[src/rtl/prio_age_arbiter.sv]
module prio_age_arbiter #(
  parameter int N          = 4,
  parameter int QOS_W      = 4,
  parameter int QOS_THRESH = 7,
  parameter int AGE_W      = 4,
  parameter int AGE_LIMIT  = 6
) (
  input  logic               clk,
  input  logic               rst_n,
  input  logic [N-1:0]       req_valid,
  input  logic [N*QOS_W-1:0] req_qos,
  output logic [N-1:0]       grant,
  output logic               grant_valid
);
  localparam int PW = (N > 1) ? $clog2(N) : 1;
  localparam logic [AGE_W-1:0] AGE_MAX = '1;
  localparam logic [AGE_W-1:0] AGE_LIM = AGE_W'(AGE_LIMIT);

  logic [AGE_W-1:0] age [N];
  logic [PW-1:0]    hi_ptr, lo_ptr;
  logic [N-1:0]     hi_req, lo_req, aged;
  logic [N-1:0]     age_gnt, hi_gnt, lo_gnt;
  logic [PW-1:0]    gnt_idx;

  for (genvar i = 0; i < N; i++) begin : g_slot
    assign hi_req[i] = req_valid[i] && (req_qos[i*QOS_W +: QOS_W] > QOS_W'(QOS_THRESH));
    assign lo_req[i] = req_valid[i] && !hi_req[i];
    assign aged[i]   = req_valid[i] && (age[i] >= AGE_LIM);

    always_ff @(posedge clk) begin
      if (!rst_n)                        age[i] <= '0;
      else if (!req_valid[i] || grant[i]) age[i] <= '0;
      else if (age[i] != AGE_MAX)        age[i] <= age[i] + 1'b1;
    end


    age_inc_chk: assert property (@(posedge clk) disable iff (!rst_n)
      (req_valid[i] && !grant[i] && age[i] != AGE_MAX) |=> age[i] == $past(age[i]) + 1'b1);
  end

  function automatic logic [N-1:0] rr_pick(input logic [N-1:0] m, input logic [PW-1:0] p);
    logic [N-1:0] g;
    logic hit;
    int idx;
    g = '0;
    hit = 1'b0;
    for (int k = 0; k < N; k++) begin
      idx = (int'(p) + k) % N;
      if (!hit && m[idx]) begin
        g[idx] = 1'b1;
        hit = 1'b1;
      end
    end
    return g;
  endfunction

  always_comb begin
    logic [AGE_W-1:0] best;
    logic hit;
    age_gnt = '0;
    best = '0;
    hit = 1'b0;
    for (int i = 0; i < N; i++) begin
      if (aged[i] && (!hit || age[i] > best)) begin
        age_gnt = '0;
        age_gnt[i] = 1'b1;
        best = age[i];
        hit = 1'b1;
      end
    end
  end

  assign hi_gnt = rr_pick(hi_req, hi_ptr);
  assign lo_gnt = rr_pick(lo_req, lo_ptr);

  assign grant = (|aged)   ? age_gnt :
                 (|hi_req) ? hi_gnt  : lo_gnt;
  assign grant_valid = |grant;

  always_comb begin
    gnt_idx = '0;
    for (int i = 0; i < N; i++)
      if (grant[i]) gnt_idx = PW'(i);
  end

  wire [PW-1:0] nxt_ptr = (int'(gnt_idx) == N-1) ? '0 : gnt_idx + 1'b1;

  always_ff @(posedge clk) begin
    if (!rst_n) begin
      hi_ptr <= '0;
      lo_ptr <= '0;
    end else if (grant_valid && !(|aged)) begin
      if (|hi_req) hi_ptr <= nxt_ptr;
      else         lo_ptr <= nxt_ptr;
    end
  end


  onehot_gnt_chk: assert property (@(posedge clk) disable iff (!rst_n) $onehot0(grant));

  gnt_valid_only_chk: assert property (@(posedge clk) disable iff (!rst_n) (grant & ~req_valid) == '0);

  idle_ptr_hold_chk: assert property (@(posedge clk) disable iff (!rst_n)
    !(|req_valid) |=> (hi_ptr == $past(hi_ptr)) && (lo_ptr == $past(lo_ptr)));

  aged_wins_chk: assert property (@(posedge clk) disable iff (!rst_n) (|aged) |-> (|(grant & aged)));

  high_first_chk: assert property (@(posedge clk) disable iff (!rst_n)
    (!(|aged) && (|hi_req)) |-> (|(grant & hi_req)));
endmodule

[config.mk]
export PLATFORM = sky130hd
export DESIGN_NAME = prio_age_arbiter
export DESIGN_NICKNAME = d
export VERILOG_FILES = /design/src/rtl/prio_age_arbiter.sv
export SDC_FILE = /design/constraint.sdc
export NUM_CORES = 1
export LEC_CHECK = 0
export BUFFER_PORTS_ARGS = -buffer_cell sky130_fd_sc_hd__buf_4
export CORE_ASPECT_RATIO = 0.5
export CORE_MARGIN = 2
export CORE_UTILIZATION = 30
export DETAILED_ROUTE_END_ITERATION = 10
export PLACE_DENSITY = 0.51
export SYNTH_ARGS = -nofsm -noshare
export SYNTH_HDL_FRONTEND = slang
export SYNTH_SLANG_ARGS = --single-unit
[constraint.sdc]
create_clock -name clk -period 12.75 [get_ports clk]
set_input_delay 0.6375 -clock clk [delete_from_list [all_inputs] [get_ports clk]]
set_output_delay 0.6375 -clock clk [all_outputs]
set_load 0.005 [all_outputs]
**Yosys cells after proc, flatten, opt, wreduce, memory -nomap -nowiden**

Memories as Yosys holds them, arrays and structs flattened.
Cells that the tools add are included.

- Bits in registers: 4
- Latch bits: 0
- Memory bits (writable): 16
- Bits in read-only memories: 0
- Output and inout port bits: 5
- Word-level logic and storage cells: 238
- Memories kept: 1

Memories:

| memory | words | width | rd ports | clocked after Yosys merged registers in | wr ports | RTL line | text |
|---|---|---|---|---|---|---|---|
| age | 4 | 4 | 4 | 0 | 4 | 19 | `logic [AGE_W-1:0] age [N];` |

- $add $sub $neg: 11
- $mul: 0
- Div/mod/pow operators: 0
- Order comparisons: 27
- Equal/unequal tests: 5
- Shift-type cells: 0
- Muxes and demuxes: 105
- Bitwise operators: 21
- Reductions and logical operators: 66

Operators by type and width:

| kind | number |
|---|---|
| 4-bit two-way mux | 24 |
| 1-bit two-way mux | 62 |
| 1-bit logical AND | 30 |
| 3-bit by 4-bit less-than comparator with 1-bit output (second input constant) | 6 |
| 4-bit bitwise OR | 6 |
| 3-bit by 1-bit >= comparator with 1-bit output (second input constant) | 6 |
| 1-bit zero test | 18 |
| 4-bit by 1-bit adder with 4-bit output (second input constant) | 4 |
| 1-bit binary-select mux with 2-bit select | 8 |
| 1-bit demux with 2-bit select | 8 |
| 4-bit by 3-bit >= comparator with 1-bit output (second input constant) | 4 |
| 4-bit by 3-bit > comparator with 1-bit output (second input constant) | 4 |
| 4-bit != test (second input constant) | 4 |
| 4-bit > comparator | 3 |
| 2-bit OR reduction | 6 |
| 4-bit OR reduction | 3 |
| 2-bit adder (second input constant) | 4 |
| 1-bit bitwise OR | 8 |
| 1-bit logical OR | 7 |
| 2-bit by 1-bit adder with 2-bit output (second input constant) | 3 |
| 1-bit bitwise AND (first input constant) | 6 |
| 2-bit by 3-bit less-than comparator with 1-bit output (second input constant) | 2 |
| 2-bit two-way mux | 3 |
| 2-bit by 1-bit >= comparator with 1-bit output (second input constant) | 2 |
| other kinds (3) | 4 |

**Depth between registers and ports, before layout**

Gate-level depths: netlist of the first run.

- Word-level depth: 24
- Mapped depth: 30

**Worst setup path before layout of the first run**

Ideal clock, no wire load.

- Path type: reg2out
- Start: memory age[0][1]
- End: output port grant_valid
- Arrival time: 4.902 ns
- Required time: 12.113 ns
- Slack: 7.211 ns
- Cell stages (with the launch flop): 26
- Path through: edfxtp_1 ha_1 o21a_1 o21a_1 nand2_1 ha_1 nor2b_1 o21ai_0 a21oi_1 o21bai_1 a31oi_1 ha_1 nor2b_1 o21a_1 o21a_1 o21ai_0 a21oi_1 mux2_2 ha_1 nor2b_1 o21ai_0 a21oi_1 nand2_1 o2111a_1 a31oi_1 nand4_2

RTL lines:

| element | RTL line | text |
|---|---|---|
| from (decl) | 19 |  |
| to (decl) | 13 | `output logic grant_valid` |

==> impl.org, run 1 <==
** Synth
- Most common library cells after synthesis :: sky130_fd_sc_hd__ha_1 (31), sky130_fd_sc_hd__nand2_1 (23), sky130_fd_sc_hd__inv_1 (22)
- The top cell type by area accounts for 20.3% of the synthesized area.
- Synthesis instantiated 50 different standard cells from the library.
- Most frequent cell after synthesis :: sky130_fd_sc_hd__ha_1
- Fraction of the yosys area taken by sequential cells :: 23.7%
- The synthesized design contains 20 register bits.
- Net count after synthesis :: 323
- Most used flip-flop cell after synthesis :: sky130_fd_sc_hd__edfxtp_1
- Each instance of the synthesized netlist takes up on average 8.75 um^2.
- Synth warn :: 0
- By area the synthesized netlist is led by sky130_fd_sc_hd__edfxtp_1 (20%), sky130_fd_sc_hd__ha_1 (16%), sky130_fd_sc_hd__nand2_1 (3.7%).
- Async SR Flop Fraction :: 0%
- Summed over all instances, the cell type with the most area after synthesis is sky130_fd_sc_hd__edfxtp_1.
- Synth Cell Area :: 2360 um^2
- Post-synthesis instance total :: 270
- Yosys mapped a number of flops with a built-in enable equal to 16.

** Detailed routing
- After the first detailed-routing iteration, the DRC count stood at 73.
- Remaining routing DRC violations :: 0
- Drt pass-1 iters :: 4
- Total routed wirelength :: 5900 um
- Summing over every cut layer, the via total after detailed routing is 2080.
- Post-DR vias/cell :: 5.29
- Antenna viol nets, final :: 0
- Routed length per placed instance :: 15.0 um

** Pwr
- Dividing total power by cell area gives a power density of 123 nW/um^2.
- IR analysis of the VDD net gives a maximum drop of 0.0392 mV.
- Summed over all cells, the static leakage comes to 1.11 nW.

** Finish
- Signed area change from the synthesized netlist to the final layout :: 12.9%
- Of the cells placed in the final design, the portion with a size suffix greater than 1 is 13.0%.
- After routing the design area is 2670 um^2.
- Net count, final :: 339
- The number of antenna diodes in the final layout is 0.

** Clocking
- Post-CTS repair changed the size of 0 cells.
- In this run, CTS created clock tree buffers numbering 3.
- TritonCTS clock tree :: yes
- In this run the number of H-tree levels came out at 1.
- At the later pin of the worst-skew pair, clock insertion delay measures 250 ps.
- The clock passes through at most 2 buffers.
- Buffers inserted by post-CTS timing repair :: 0
- Hold buffer count at CTS :: 0
- Clock-pin slew was measured on the worst setup and hold paths at 60 ps.
- Number of clock sinks :: 20
- Clk root buf :: sky130_fd_sc_hd__clkbuf_16

** Worst setup path
- The critical path in this run is classified as reg -> out.
- The setup check on the worst reg-to-reg path leaves a slack of 6240 ps.
- The number of cells on the worst reg-to-reg path is 26.
- Reg2Reg Capture Point :: age[0][2]
- Along the worst path, the maximum fanout reaches 10.
- The startpoint identified for the worst register-to-register timing path is age[0][1].
- Nature of the critical path endpoint :: output pin
- Startpoint class of the critical path :: register
- Critical path's slowest cell :: sky130_fd_sc_hd__a21oi_1
- Largest incremental delay on the critical path :: 530 ps
- Depth of the critical timing path with buffers and inverters included :: 26
- Data on the critical path is required at its endpoint by 12110 ps.
- Cell family with most CP delay :: compound AO/OA/AOI/OAI gates
- Total buffers and inverters traversed by the critical path :: 1
- Arrival time at the worst endpoint :: 6320 ps

** Timing
- Slew @ Worst Pin :: 845 ps
- Setup violations remaining at the end of the flow were counted as 0.
- Static timing analysis puts the maximum clock frequency at 144 MHz.
- Of the available clock period, the critical path in the final layout requires 54.5%.
- The final-report max-slew violation count came to 0.
- Unrepaired setup endpoints after global routing :: false
- The final hold violation count came to 0.
- For the finished layout, the period the worst path requires is 6950 ps.
- Sum of negative setup slack :: 0 ps
- Post-route setup slack :: 5800 ps
- Clock tree skew after final layout :: 3.08 ps
- Tightest slew margin relative to the limit :: 43.0%

** Die
- From bottom edge to top edge, the die measures 66.8 um.
- IO Pins :: 27
- Core ar. :: 7490 um^2
- Initial Utilization :: 31.6%
- Std-Cell Rows :: 22
- In this run the horizontal extent of the chip is 130 um.
- Floorplan die area :: 8650 um^2

** Hold path
- In this run the most critical hold path is launched from hi_ptr[1].
- The worst hold path belongs to the class reg -> reg.
- For hold timing, the worst endpoint is hi_ptr[1].
- Cell count of the worst hold path :: 2

** Global routing
- The initial antenna violation count was 0.
- Grt met3 use :: 1.77%
- The first global-routing pass estimated 10100 um of wire.
- Largest net degree at the start of global routing :: 12
- The via count of the first global-routing pass is 2079.
- Global routing usage on met1 :: 20.0%
- Global route overflow :: 0
- Layer with the highest usage :: met2
- Total track usage :: 14.8%
- In the global route stage, met2 resource usage came out at 25.3%.

** Place
- The congestion estimate from routability-driven global placement came to 0.861.
- Placed standard-cell area :: 2590 um^2
- Post-placement worst setup slack :: 6130 ps
- HPWL reported at the end of detailed placement :: 4720 um
- The count of buffers added on input and output ports is 14.

** Status
- Run status :: completed

** Flow run
- The tool flagged a number of max-cap violations equal to 0.
worst min-delay path, delay by kind of cell, from the launching register on:
kind / cells / cell delay (ps)
flops: 1 / 370
simple gates: 1 / 90
mux: 1 / 60
power by group:
part	internal [W]	switching, W	total, W
logic	0.0000732	0.0000949	0.000168
registers	0.0000789	0.0000147	0.0000936
clock network	0.0000426	0.0000239	0.0000665
total	0.000195	0.000134	0.000328
flip-flops by register name, summed over array words and instances (netlist names):
register,count
hi_ptr,2
age,16
lo_ptr,2
layout by cell type (no fill, tap or decap), types with 3 or more instances in the layout:
cell type                   synthesis  layout
sky130_fd_sc_hd__a21oi_1            7       7
sky130_fd_sc_hd__nor2_1            15      15
sky130_fd_sc_hd__xor2_1             4       4
sky130_fd_sc_hd__buf_4              1      14
sky130_fd_sc_hd__nand2_1           23      23
sky130_fd_sc_hd__nor2b_1            6       6
sky130_fd_sc_hd__or3_1              3       3
sky130_fd_sc_hd__a2111o_1           3       3
sky130_fd_sc_hd__ha_1              31      31
sky130_fd_sc_hd__a221oi_1           5       5
sky130_fd_sc_hd__a221o_1            3       3
sky130_fd_sc_hd__nor3_1            13      13
sky130_fd_sc_hd__o211a_1            4       4
sky130_fd_sc_hd__and3_1             4       4
sky130_fd_sc_hd__edfxtp_1          16      16
sky130_fd_sc_hd__nand2b_1           4       4
sky130_fd_sc_hd__mux2_2             3       3
sky130_fd_sc_hd__a31oi_1            5       5
sky130_fd_sc_hd__o21a_1             8       8
sky130_fd_sc_hd__o21ai_0           16      16
sky130_fd_sc_hd__and3_2             3       3
sky130_fd_sc_hd__dfxtp_1            4       4
sky130_fd_sc_hd__o211ai_1           5       5
sky130_fd_sc_hd__inv_1             22      22
sky130_fd_sc_hd__nand3_1           12      12
sky130_fd_sc_hd__mux2i_1            4       4
sky130_fd_sc_hd__clkbuf_16          0       3
sky130_fd_sc_hd__nand4_1            9       9
sky130_fd_sc_hd__mux4_2             3       3
sky130_fd_sc_hd__and2_1             8       8
cells by family (layout without fill, tap and decap cells):
| kind of cell | after synthesis | in the layout | share of synthesized area [%] |
|---|---|---|---|
| XOR/XNOR | 6 | 6 | 2.22 |
| AO/OA/AOI/OAI | 68 | 68 | 21.8 |
| AND/OR/NAND/NOR | 109 | 109 | 24.7 |
| buffers and inverters | 25 | 40 | 4.13 |
| adder cells (fa/ha/maj) | 31 | 31 | 16.4 |
| flip-flops | 20 | 20 | 23.7 |
| multiplexers | 11 | 11 | 7.09 |
routing by layer:
metal | share of wire (%) | vias up
met3 | 3.8 | 6
met2 | 45 | 30
met1 | 50 | 983
met4 | 0.90 | 0
li1 | - | 1061
met5 | 0 | -
worst max-delay path by stage:
stage / start / to / slack (ps)
after floorplan: age[0][1] / grant_valid / 7210
after global placement: age[0][1] / grant_valid / 6260
after detailed placement: age[0][1] / grant_valid / 6130
after CTS: age[0][1] / grant_valid / 5840
after global routing: age[0][1] / grant_valid / 5220
final: age[0][1] / grant_valid / 5800
final cells by class:
| class | instances | area (um^2) |
|---|---|---|
| Tap cell | 108 | 135 |
| Inverter | 22 | 82.6 |
| Fill cell | 803 | 4820 |
| Multi-Input combinational cell | 225 | 1710 |
| Clock buffer | 4 | 78.8 |
| Timing Repair Buffer | 14 | 105 |
| Sequential cell | 20 | 561 |
metrics by stage:
stage / util (%) / hold WS (ps) / instances / total power (W)
2_1_floorplan: - / 496 / 270 / 0.000210
3_3_place_gp: 34.6 / 548 / 389 / 0.000257
3_5_place_dp: 34.6 / 556 / 389 / 0.000262
4_1_cts: 35.6 / 571 / 393 / 0.000331
5_1_grt: 35.6 / 604 / 393 / 0.000356
6_report: 35.6 / 572 / 393 / 0.000328
Power figures use the tool's default switching activity.
==> run 2: changes to the inputs <==
- ABC_AREA: unset -> 1
- PLACE_DENSITY: 0.51 -> 0.52
- clock period: 12.75 -> 6.2 ns (I/O delays scaled with it)
==> run 2 against run 1 <==
Net effect: core utilization fell by 1.1 points; power rose to 2.7 times the previous value; cell count rose by 24%; critical path depth rose by 10; clock-buffer cell count did not move; first-iteration DRC count rose by 78%; sequential cell count did not move; global-route usage fell by 1.9 points; clock skew fell by 1.2 ps; combinational power rose to 3.2 times the previous value; register-to-register slack got worse by 5300 ps; critical path type unchanged; largest cell class unchanged.
==> impl.org, run 2 <==
** Hold path
- The min-delay analysis places its worst path in the category in -> reg.
- For hold timing, the worst endpoint is hi_ptr[1].
- Worst Min Path Start :: rst_n
- Cell count of the worst hold path :: 3

** Worst setup path
- Critical path's slowest cell :: sky130_fd_sc_hd__edfxtp_1
- Along the worst path, the maximum fanout reaches 10.
- STA puts the critical path data arrival time at 5060 ps.
- Startpoint class of the critical path :: register
- Largest incremental delay on the critical path :: 410 ps
- The worst register-to-register path ends at age[2][0].
- STA classifies the critical path endpoint as an output pin.
- Library cell appearing most often on the critical path :: sky130_fd_sc_hd__nand2_1
- Startpoint of the worst-slack reg-to-reg timing path :: age[0][0]
- STA puts the critical path data required time at 5890 ps.
- By startpoint and endpoint, the worst setup path is classified as reg -> out.
- Slack of the worst reg-to-reg path :: 980 ps
- Counting cells, the worst reg-to-reg path comes to 35.

** Synth
- The synthesized netlist contains 27 unique library cells.
- Async SR Flop Fraction :: 0%
- Most used flip-flop cell after synthesis :: sky130_fd_sc_hd__edfxtp_1
- Synth warn :: 0
- Per-instance average area after synthesis :: 6.73 um^2
- After synthesis the netlist holds a flip-flop and latch count of 20.
- Top-area cell type share of the netlist area :: 19.9%
- The cell area that synthesis handed to floorplanning was 2410 um^2.
- Most common library cells after synthesis :: sky130_fd_sc_hd__nand2_1 (92), sky130_fd_sc_hd__nand3_1 (52), sky130_fd_sc_hd__nor2_1 (52)
- Most frequent cell after synthesis :: sky130_fd_sc_hd__nand2_1
- Synth area leaders :: sky130_fd_sc_hd__edfxtp_1 (20%), sky130_fd_sc_hd__ha_1 (16%), sky130_fd_sc_hd__nand2_1 (14%)
- Summing the sequential cell areas from Yosys gives 23.2% of the chip area.
- Number of synthesized flops with an enable pin :: 16
- Net count after synthesis :: 411
- Post-synthesis instance total :: 358
- Of all cell types, the one taking the most synthesized area is sky130_fd_sc_hd__edfxtp_1.

** Clocking
- Clock tree synthesis found a total of 20 sinks.
- Once the clock tree was built, the setup fixing pass inserted 0 buffers.
- Number of levels in the clock H-tree :: 1
- The cell sitting at the root of the clock tree is a sky130_fd_sc_hd__clkbuf_16.
- For this design, the CTS-stage hold fixing added 0 buffers.
- Count of cells resized by post-cts repair :: 0
- Clock transition at the registers of the reported paths :: 60 ps
- The clock passes through at most 2 buffers.
- Insertion delay to the later sink of the worst-skew pair :: 250 ps
- Inserted Clock Buffers :: 3
- TritonCTS clock tree :: yes

** Detailed routing
- Once detail routing completed, the nets flagged for antenna violations numbered 0.
- For this run, design rule violations remaining after detail routing come to 0.
- The routed design has 5410 um of wire.
- After detailed routing, the number of vias per cell comes to 4.57.
- Drt pass-1 iters :: 4
- First-iteration detailed-routing DRC count :: 130
- Total vias in the final route :: 2223
- In the final routed layout, each cell accounts on average for 11.1 um.

** Die
- Vertical extent of the die :: 67.4 um
- 27 I/O pins were placed.
- The floorplan step defined a die boundary enclosing 8810 um^2.
- The initialized floorplan defines 23 standard-cell rows.
- Core ar. :: 7890 um^2
- For this configuration, the core starts out at a cell density of 30.6%.
- Measured along the x axis, the die boundary spans 131 um.

** Pwr
- Per report_power, the combinational group accounts for 60.5% of the total.
- Power share of the clock group :: 15.4%
- Worst IR Drop VDD :: 0.137 mV
- The analysis attributes to net switching a power of 0.000435 W.
- Pwr dens :: 330 nW/um^2
- Cell internal power was estimated by the tool at 0.000465 W.
- For this design the static power due to leakage is 1.30 nW.
- The share of total power dissipated in sequential elements is 24.1%.
- In this run switching power makes up 48.3% of total power.

** Finish
- Most frequent cells in the layout :: sky130_fd_sc_hd__nand2_1 (92), sky130_fd_sc_hd__nor2_1 (52), sky130_fd_sc_hd__nand3_1 (52)
- Max reg flops :: 16
- Area used by multi-input combinational logic :: 1690 um^2
- The filler cells instantiated in the layout total 875.
- Net count, final :: 428
- Leaving out fill and tap cells, the most frequent cell in the layout is sky130_fd_sc_hd__nand2_1.
- Final std cells w/o fill :: 486
- The register with the most flip-flops in the final layout is age.
- Fraction of layout instances using a drive strength above 1 :: 15.0%
- Compared with the post-synthesis result, the final layout area differs by 13.0%.
- The sequential cells in the finished layout cover a total of 561 um^2.
- Largest registers :: age: 16 flops, hi_ptr: 2 flops, lo_ptr: 2 flops
- The number of antenna diodes in the final layout is 0.

** Timing
- Number of slew-limit violations in the final report :: 0
- Across all hold checks on the routed design, the worst slack comes to 336 ps.
- Timing would allow up to 186 MHz.
- Tightest slew margin relative to the limit :: 79.1%
- Setup-violating endpoint count in the final report :: 0
- Hold violation total from the final report :: 0
- Between clock sinks in the finished design, the worst skew comes to 1.90 ps.
- Setup repair after global routing left no endpoint under its margin.
- For the finished layout, the period the worst path requires is 5370 ps.
- Sum of negative setup slack :: 0 ps
- Post-route fraction of the period consumed by the critical path :: 86.6%
- For the pin with the worst max-slew slack, the measured transition is 313 ps.

** Global routing
- Global routing finished with a remaining overflow of 0.
- Vias in the first global route :: 1994
- Initial antenna violation count :: 0
- The first global-routing pass estimated 9050 um of wire.
- Entering global routing, the biggest net connects 12 pins.
- Global routing consumed, over all layers together, 12.8% of the routing resources.

** Place
- Counting tap cells, the placed design contains a total of 482 instances.
- Weighted congestion at the end of routability-driven global placement :: 0.840
- HPWL reported at the end of detailed placement :: 4440 um
- Port buffering added 14 buffers.

** Status
- The run finished with clean final reports.

** Flow run
- Max-cap violations in this run came to 0.
[run 2: kinds of logic after synthesis]
| kind of cell | count (synthesis) | share of synthesized area (%) |
|---|---|---|
| XOR/XNOR | 7 | 2.54 |
| AND/OR/NAND/NOR | 231 | 45.4 |
| flip-flops | 20 | 23.2 |
| AO/OA/AOI/OAI | 27 | 6.07 |
| buffers and inverters | 42 | 6.64 |
| adder cells (fa/ha/maj) | 31 | 16.1 |
[run 2: stage by stage]
step | cell area, um^2 | total power, W | util (%) | setup slack [ps]
floorplan | 2410 | 0.000628 | - | 1620
global placement | 2650 | 0.000769 | 33.6 | 1000
detailed placement | 2650 | 0.000766 | 33.6 | 973
CTS | 2730 | 0.000906 | 34.6 | 787
global route | 2730 | 0.000991 | 34.6 | 158
finish | 2730 | 0.000899 | 34.6 | 829
[run 2: area by class of cell]
class	instances	area share [%]
Sequential cell	20	20.6
Tap cell	112	5.14
Inverter	40	5.51
Timing Repair Buffer	14	3.86
Clock buffer	4	2.89
Multi-Input combinational cell	296	62.0
[run 2: power groups by stage]
| stage | Sequential, W | Combinational (W) | Clock, W |
|---|---|---|---|
| after floorplan | 0.000209 | 0.000418 | 0 |
| after global placement | 0.000220 | 0.000549 | 0 |
| after detailed placement | 0.000220 | 0.000546 | 0 |
| after CTS | 0.000217 | 0.000548 | 0.000142 |
| after global routing | 0.000223 | 0.000618 | 0.000149 |
| final | 0.000217 | 0.000544 | 0.000139 |
[run 2: worst max-delay path by stage]
stage	depth (start not counted)	end	start
6_report	36	grant_valid	age[0][0]
5_1_grt	36	grant_valid	age[0][0]
4_1_cts	36	grant_valid	age[0][0]
3_5_place_dp	36	age[0][1]	age[0][0]
3_3_place_gp	36	age[0][0]	age[0][0]
2_1_floorplan	36	age[0][0]	age[0][0]
[run 2: worst max-delay path, delay by kind of cell, from the launching register on]
family | cells | cell delay, ps
simple gates | 16 | 1400
fa+ha+maj | 4 | 1080
flops | 1 | 410
buf+inv | 6 | 680
compound gates | 10 | 1220
[run 2: layer usage]
layer	up-vias	track usage, %	part of all wire (%)
met1	990	17.8	53
met5	-	0	0
met4	0	1.46	0.48
met2	22	22.2	45
li1	1209	-	-
met3	2	1.74	1.7
